## src/rtl/i2c_mon_pkg.sv

```systemverilog
package i2c_mon_pkg;

    typedef enum logic [2:0] {
        EV_START   = 3'd0,
        EV_RESTART = 3'd1,
        EV_STOP    = 3'd2,
        EV_ADDR7   = 3'd3,
        EV_ADDR10  = 3'd4,
        EV_DATA    = 3'd5,
        EV_ACK     = 3'd6,
        EV_NAK     = 3'd7
    } evt_kind_e;

    typedef struct packed {
        evt_kind_e  kind;
        logic [7:0] data;
    } evt_t;

    localparam int unsigned FRAME_BITS = 9;
    localparam logic [4:0]  TEN_BIT_PREFIX = 5'b11110;

endpackage

```

## src/rtl/i2c_line_filter.sv

```systemverilog
module i2c_line_filter #(
    parameter int unsigned FILT_LEN = 3
) (
    input  logic clk,
    input  logic rst_n,
    input  logic line_in,
    output logic line_out
);

    localparam int unsigned HALF = FILT_LEN / 2;

    typedef struct packed {
        logic [1:0]          sync;
        logic [FILT_LEN-1:0] hist;
        logic                out;
    } flt_t;

    flt_t flt_d, flt_q;

    always_comb begin
        flt_d      = flt_q;
        flt_d.sync = {flt_q.sync[0], line_in};
        flt_d.hist = {flt_q.hist[FILT_LEN-2:0], flt_q.sync[1]};
        flt_d.out  = ($countones(flt_q.hist) > HALF);
    end

    always_ff @(posedge clk or negedge rst_n) begin
        if (!rst_n) flt_q <= '1;
        else        flt_q <= flt_d;
    end

    assign line_out = flt_q.out;

endmodule

```

## src/rtl/i2c_frame_decoder.sv

```systemverilog
module i2c_frame_decoder
    import i2c_mon_pkg::*;
(
    input  logic clk,
    input  logic rst_n,
    input  logic scl,
    input  logic sda,
    output logic push_o,
    output evt_t evt_o
);

    localparam int unsigned CNT_W = $clog2(FRAME_BITS + 1);
    localparam logic [CNT_W-1:0] ACK_SLOT  = CNT_W'(FRAME_BITS - 1);
    localparam logic [CNT_W-1:0] LAST_DBIT = CNT_W'(FRAME_BITS - 2);

    typedef struct packed {
        logic             scl_p;
        logic             sda_p;
        logic             busy;
        logic             first;
        logic             armed;
        logic             samp;
        logic [CNT_W-1:0] cnt;
        logic [7:0]       sh;
        logic             push;
        evt_t             evt;
    } dec_t;

    dec_t dec_d, dec_q;
    logic [7:0] cut_pl;
    logic [7:0] nxt_sh;
    logic       cond_hi;

    always_comb begin
        dec_d       = dec_q;
        dec_d.scl_p = scl;
        dec_d.sda_p = sda;
        dec_d.push  = 1'b0;
        cond_hi     = scl && dec_q.scl_p;
        cut_pl      = {(dec_q.cnt != '0), 3'b000, 4'(dec_q.cnt)};
        nxt_sh      = {dec_q.sh[6:0], dec_q.samp};

        if (cond_hi && dec_q.sda_p && !sda) begin
            dec_d.push      = 1'b1;
            dec_d.evt.kind  = dec_q.busy ? EV_RESTART : EV_START;
            dec_d.evt.data  = cut_pl;
            dec_d.busy      = 1'b1;
            dec_d.first     = 1'b1;
            dec_d.cnt       = '0;
            dec_d.armed     = 1'b0;
        end else if (cond_hi && !dec_q.sda_p && sda) begin
            dec_d.push      = 1'b1;
            dec_d.evt.kind  = EV_STOP;
            dec_d.evt.data  = cut_pl;
            dec_d.busy      = 1'b0;
            dec_d.first     = 1'b0;
            dec_d.cnt       = '0;
            dec_d.armed     = 1'b0;
        end else if (scl && !dec_q.scl_p && dec_q.busy) begin
            dec_d.armed = 1'b1;
            dec_d.samp  = sda;
        end else if (!scl && dec_q.scl_p && dec_q.armed) begin
            dec_d.armed = 1'b0;
            if (dec_q.cnt == ACK_SLOT) begin
                dec_d.push     = 1'b1;
                dec_d.evt.kind = dec_q.samp ? EV_NAK : EV_ACK;
                dec_d.evt.data = 8'h00;
                dec_d.cnt      = '0;
                dec_d.first    = 1'b0;
            end else begin
                dec_d.sh  = nxt_sh;
                dec_d.cnt = dec_q.cnt + 1'b1;
                if (dec_q.cnt == LAST_DBIT) begin
                    dec_d.push     = 1'b1;
                    dec_d.evt.data = nxt_sh;
                    if (!dec_q.first)
                        dec_d.evt.kind = EV_DATA;
                    else if (nxt_sh[7:3] == TEN_BIT_PREFIX)
                        dec_d.evt.kind = EV_ADDR10;
                    else
                        dec_d.evt.kind = EV_ADDR7;
                end
            end
        end
    end

    always_ff @(posedge clk or negedge rst_n) begin
        if (!rst_n) begin
            dec_q       <= '0;
            dec_q.scl_p <= 1'b1;
            dec_q.sda_p <= 1'b1;
        end else begin
            dec_q <= dec_d;
        end
    end

    assign push_o = dec_q.push;
    assign evt_o  = dec_q.evt;

endmodule

```

## src/rtl/i2c_evt_fifo.sv

```systemverilog
module i2c_evt_fifo #(
    parameter int unsigned DEPTH = 8,
    parameter int unsigned W     = 11,
    parameter int unsigned CW    = $clog2(DEPTH + 1)
) (
    input  logic          clk,
    input  logic          rst_n,
    input  logic          push,
    input  logic [W-1:0]  din,
    input  logic          ready,
    output logic          valid,
    output logic [W-1:0]  dout,
    output logic [CW-1:0] fill
);

    localparam int unsigned AW = (DEPTH > 1) ? $clog2(DEPTH) : 1;

    typedef struct packed {
        logic [DEPTH-1:0][W-1:0] mem;
        logic [AW-1:0]           wr;
        logic [AW-1:0]           rd;
        logic [CW-1:0]           cnt;
    } fq_t;

    fq_t  fq_d, fq_q;
    logic pop, acc;

    function automatic logic [AW-1:0] wrap_inc(input logic [AW-1:0] p);
        return (p == AW'(DEPTH - 1)) ? '0 : p + 1'b1;
    endfunction

    always_comb begin
        fq_d = fq_q;
        pop  = (fq_q.cnt != '0) && ready;
        acc  = push && ((fq_q.cnt != CW'(DEPTH)) || pop);
        if (acc) begin
            fq_d.mem[fq_q.wr] = din;
            fq_d.wr           = wrap_inc(fq_q.wr);
        end
        if (pop) fq_d.rd = wrap_inc(fq_q.rd);
        fq_d.cnt = fq_q.cnt + CW'(acc) - CW'(pop);
    end

    always_ff @(posedge clk or negedge rst_n) begin
        if (!rst_n) fq_q <= '0;
        else        fq_q <= fq_d;
    end

    assign valid = (fq_q.cnt != '0);
    assign dout  = fq_q.mem[fq_q.rd];
    assign fill  = fq_q.cnt;

endmodule

```

## src/rtl/i2c_bus_monitor.sv

```systemverilog
module i2c_bus_monitor
    import i2c_mon_pkg::*;
#(
    parameter int unsigned FILT_LEN   = 3,
    parameter int unsigned FIFO_DEPTH = 8
) (
    input  logic       clk,
    input  logic       rst_n,
    input  logic       scl_i,
    input  logic       sda_i,
    output logic       evt_valid,
    input  logic       evt_ready,
    output logic [2:0] evt_type,
    output logic [7:0] evt_data
);

    localparam int unsigned EW = $bits(evt_t);
    localparam int unsigned CW = $clog2(FIFO_DEPTH + 1);

    logic [1:0]    raw_lines;
    logic [1:0]    filt_lines;
    logic          scl_f, sda_f;
    logic          dec_push;
    evt_t          dec_evt;
    evt_t          head_evt;
    logic [CW-1:0] fill;

    assign raw_lines = {scl_i, sda_i};

    for (genvar gi = 0; gi < 2; gi++) begin : g_line
        i2c_line_filter #(.FILT_LEN(FILT_LEN)) u_flt (
            .clk      (clk),
            .rst_n    (rst_n),
            .line_in  (raw_lines[gi]),
            .line_out (filt_lines[gi])
        );
    end

    assign scl_f = filt_lines[1];
    assign sda_f = filt_lines[0];

    i2c_frame_decoder u_dec (
        .clk    (clk),
        .rst_n  (rst_n),
        .scl    (scl_f),
        .sda    (sda_f),
        .push_o (dec_push),
        .evt_o  (dec_evt)
    );

    i2c_evt_fifo #(.DEPTH(FIFO_DEPTH), .W(EW), .CW(CW)) u_fifo (
        .clk   (clk),
        .rst_n (rst_n),
        .push  (dec_push),
        .din   (dec_evt),
        .ready (evt_ready),
        .valid (evt_valid),
        .dout  (head_evt),
        .fill  (fill)
    );

    assign evt_type = head_evt.kind;
    assign evt_data = head_evt.data;

endmodule

```

## config.mk

```make
export PLATFORM = sky130hd
export DESIGN_NAME = i2c_bus_monitor
export DESIGN_NICKNAME = d
export VERILOG_FILES = /design/src/rtl/i2c_mon_pkg.sv /design/src/rtl/i2c_line_filter.sv /design/src/rtl/i2c_frame_decoder.sv /design/src/rtl/i2c_evt_fifo.sv /design/src/rtl/i2c_bus_monitor.sv
export SDC_FILE = /design/constraint.sdc
export NUM_CORES = 1
export LEC_CHECK = 0
export ABC_AREA = 1
export ABC_CLOCK_PERIOD_IN_PS = 3000
export BUFFER_PORTS_ARGS = -buffer_cell sky130_fd_sc_hd__buf_2
export CORE_MARGIN = 1
export CORE_UTILIZATION = 60
export DETAILED_ROUTE_END_ITERATION = 8
export PLACE_DENSITY = 0.77
export RECOVER_POWER = 25
export SETUP_SLACK_MARGIN = 0.4
export SLEW_MARGIN = 20
export SYNTH_ARGS = -nofsm -noshare
export SYNTH_HDL_FRONTEND = slang
export SYNTH_SLANG_ARGS = --single-unit
```

## constraint.sdc

```tcl
create_clock -name clk -period 3 [get_ports clk]
set_clock_uncertainty 0.2 [all_clocks]
set_input_delay 0.45 -clock clk [delete_from_list [all_inputs] [get_ports clk]]
set_output_delay 0.45 -clock clk [all_outputs]
set_load 0.01 [all_outputs]
```

==> metrics.txt <==
HP Class in2reg; TritonCTS clock tree yes; num ports 17; GRT overflow 0; top-area cell type share of the netlist area 0.462; worst-skew pair later-pin latency 420 ps; port bufs 16; Seq pwr share 0.370; status finished, final reports clean; Worst setup SP type flop; DP Area 0.00685 mm²; post-route ant nets 0; vias in the first global route 5,646; fin crit period 2490 ps; register area share after synthesis 0.516; crit path DAT approximately 1800 ps; CP Class reg2out; PnR Total Power 6.76 mW; Pleak 3.90 nW; fmax about 400 MHz; Mean Syn Cell Area 8.12 µm²; H-tree Lvls 4; RSZ-0062 raised after global routing yes; DR vias 5,814; die area between 0.01 and 0.015 mm²; post-CTS setup buffers 0; Final GP Congestion 0.889; DRT iter0 DRCs 640; fin cells just under 1k; Crit. End Element primary output; Switching Share 0.371; clock sink count 139; CORE AREA 0.0109 mm²; area occupied by multi-input gates ~0.0028 mm²; initial antenna violation count 0; clock share of power 0.312; layout cells sized above 1 0.0983; most common cell after layout, fill and taps aside nand2_1; synthesized flop and latch total roughly 140; die height 108 µm; CP required 2350 ps; Netlist Area Pre-Place 0.00677 mm²; Setup TNS 0 ps; Synth Instances 834; hold slack roughly 150 ps; GR Util All Layers 0.305; combinational share of power 0.319; pre-CTS setup slack 675 ps; Via density a little under 6; wire per inst approximately 17 µm; DRT Pass-1 Iters 5; Finished Cell Area 0.00747 mm²; Yosys top cell by area dfrtp_1; Fill cells 858; die width roughly 110 µm; largest net degree at the start of global routing 97; ANT cells 0; Yosys cell types 27; DRC 0; fin nets 841; CTS buffer count 17; Hold Vio Cnt, Final 0; Worst VDD drop 0.884 mV; Layout Utilization 0.684; NetSw about 2.5 mW; Root Driver clkbuf_16; pwr/cell area around 900 mW/mm²; clk slew on worst S/H paths roughly 60 ps; Max Cap Viol 0; Initial Utilization 0.619; Synth Warn # 0; Total Wirelength 16.2 mm; top cells by area, synth dfrtp_1, nand2_1, nand4_1; Worst-Margin Slew 1250 ps; Max-slew headroom 0.166; Synth Net Count 854; CTS Buffer Depth 2; num rows 38; Max Slew Vio Count 0; P_int 4.25 mW; placed cell count 939; area grow syn2layout 10.4%; Worst Path Max Fanout 45; post-route worst setup slack 507 ps; global-route wire length before repair 27.7 mm; count of final setup violators 0; FF/Latch Area 0.00350 mm²; Final Cycle Share 0.831; post-DP HPWL around 10 mm; most frequent cells in the layout nand2_1, dfrtp_1, nand4_1, nor2_1, o21ai_0
## cell families (layout without fill, tap and decap cells)
| kind of cell | count (synthesis) | count (layout) | synth area share |
|---|---|---|---|
| xor+xnor | 3 | 3 | 0.00388 |
| fa+ha+maj | 15 | 15 | 0.0288 |
| compound gates | 92 | 92 | 0.0689 |
| flops | 139 | 139 | 0.516 |
| simple gates | 489 | 489 | 0.316 |
| buf+inv | 96 | 96 | 0.0665 |
## routing by layer
metal,vias to the layer above,routed length (µm),GRT usage
met5,-,0,0
met4,0,272,0.107
met3,31,1180,0.0645
met2,291,7890,0.497
met1,2748,6890,0.403
li1,2744,-,-
## sequential cells by signal (all words and copies together) (netlist names)
name	flops
u_fifo.fq_q	94
u_dec.dec_q	13
u_dec.evt_o	11
g_line.u_flt.flt_d	8
u_dec.cut_pl	4
u_fifo.fill	4
g_line.u_flt.flt_q	2
g_line.u_flt.line_out	2
u_dec.push_o	1
## synth_stat cells, drive strengths merged
master	number
xor2	1
nand4	89
o22ai	1
clkbuf	25
nor2	84
inv	29
dfstp	14
fa	1
nor3b	1
buf	42
xnor2	2
nand2	277
nor3	4
a21o	2
nand3	34
dfrtp	125
o21ai	81
a21oi	8
ha	14
## worst paths after layout
check / from / endpoint / slack (ps) / cells past startpoint
min: evt_ready / u_fifo.fq_q[5] / 150 / 4
max reg2reg: u_fifo.fill[2] / u_fifo.fq_q[49] / 580 / 9
min reg2reg: g_line[1].u_flt.flt_d[1] / g_line[1].u_flt.flt_d[2] / 150 / 0
max in group asynchronous: rst_n / u_fifo.fq_q[59] / 560 / 3
min in group asynchronous: rst_n / u_fifo.fq_q[19] / 640 / 2
max: u_fifo.fq_q[4] / evt_data[2] / 510 / 6
## final cells by class
| type | instances | area share |
|---|---|---|
| sequential | 139 | 0.468 |
| multi-input combinational | 599 | 0.378 |
| clock buffer | 25 | 0.0690 |
| timing repair buffer | 35 | 0.0358 |
| tap | 140 | 0.0234 |
| inverter | 29 | 0.0149 |
| clock inverter | 7 | 0.0114 |
## critical path, stage by stage (launching register included)
cell     delay, ps
dfrtp_1        430
inv_4          340
nor2_1          90
o21ai_0        230
nand2_1        110
nand2_1         90
buf_2          120
## repair_timing
item,CTS,global route
hold endpoints to repair,36,0
gates resized for setup,2,3
setup endpoints to repair,8,10
hold buffers,3,0
pin swaps,0,0
## power by group through the flow
stage,sequential (mW),combinational [mW],clock [mW]
finish,2.50,2.15,2.11
CTS,2.48,2.12,2.13
detailed placement,2.51,2.10,0
floorplan,2.35,1.58,0
global placement,2.49,2.03,0
global route,2.53,2.44,2.21
No activity file was read; power rests on OpenSTA's default activity.
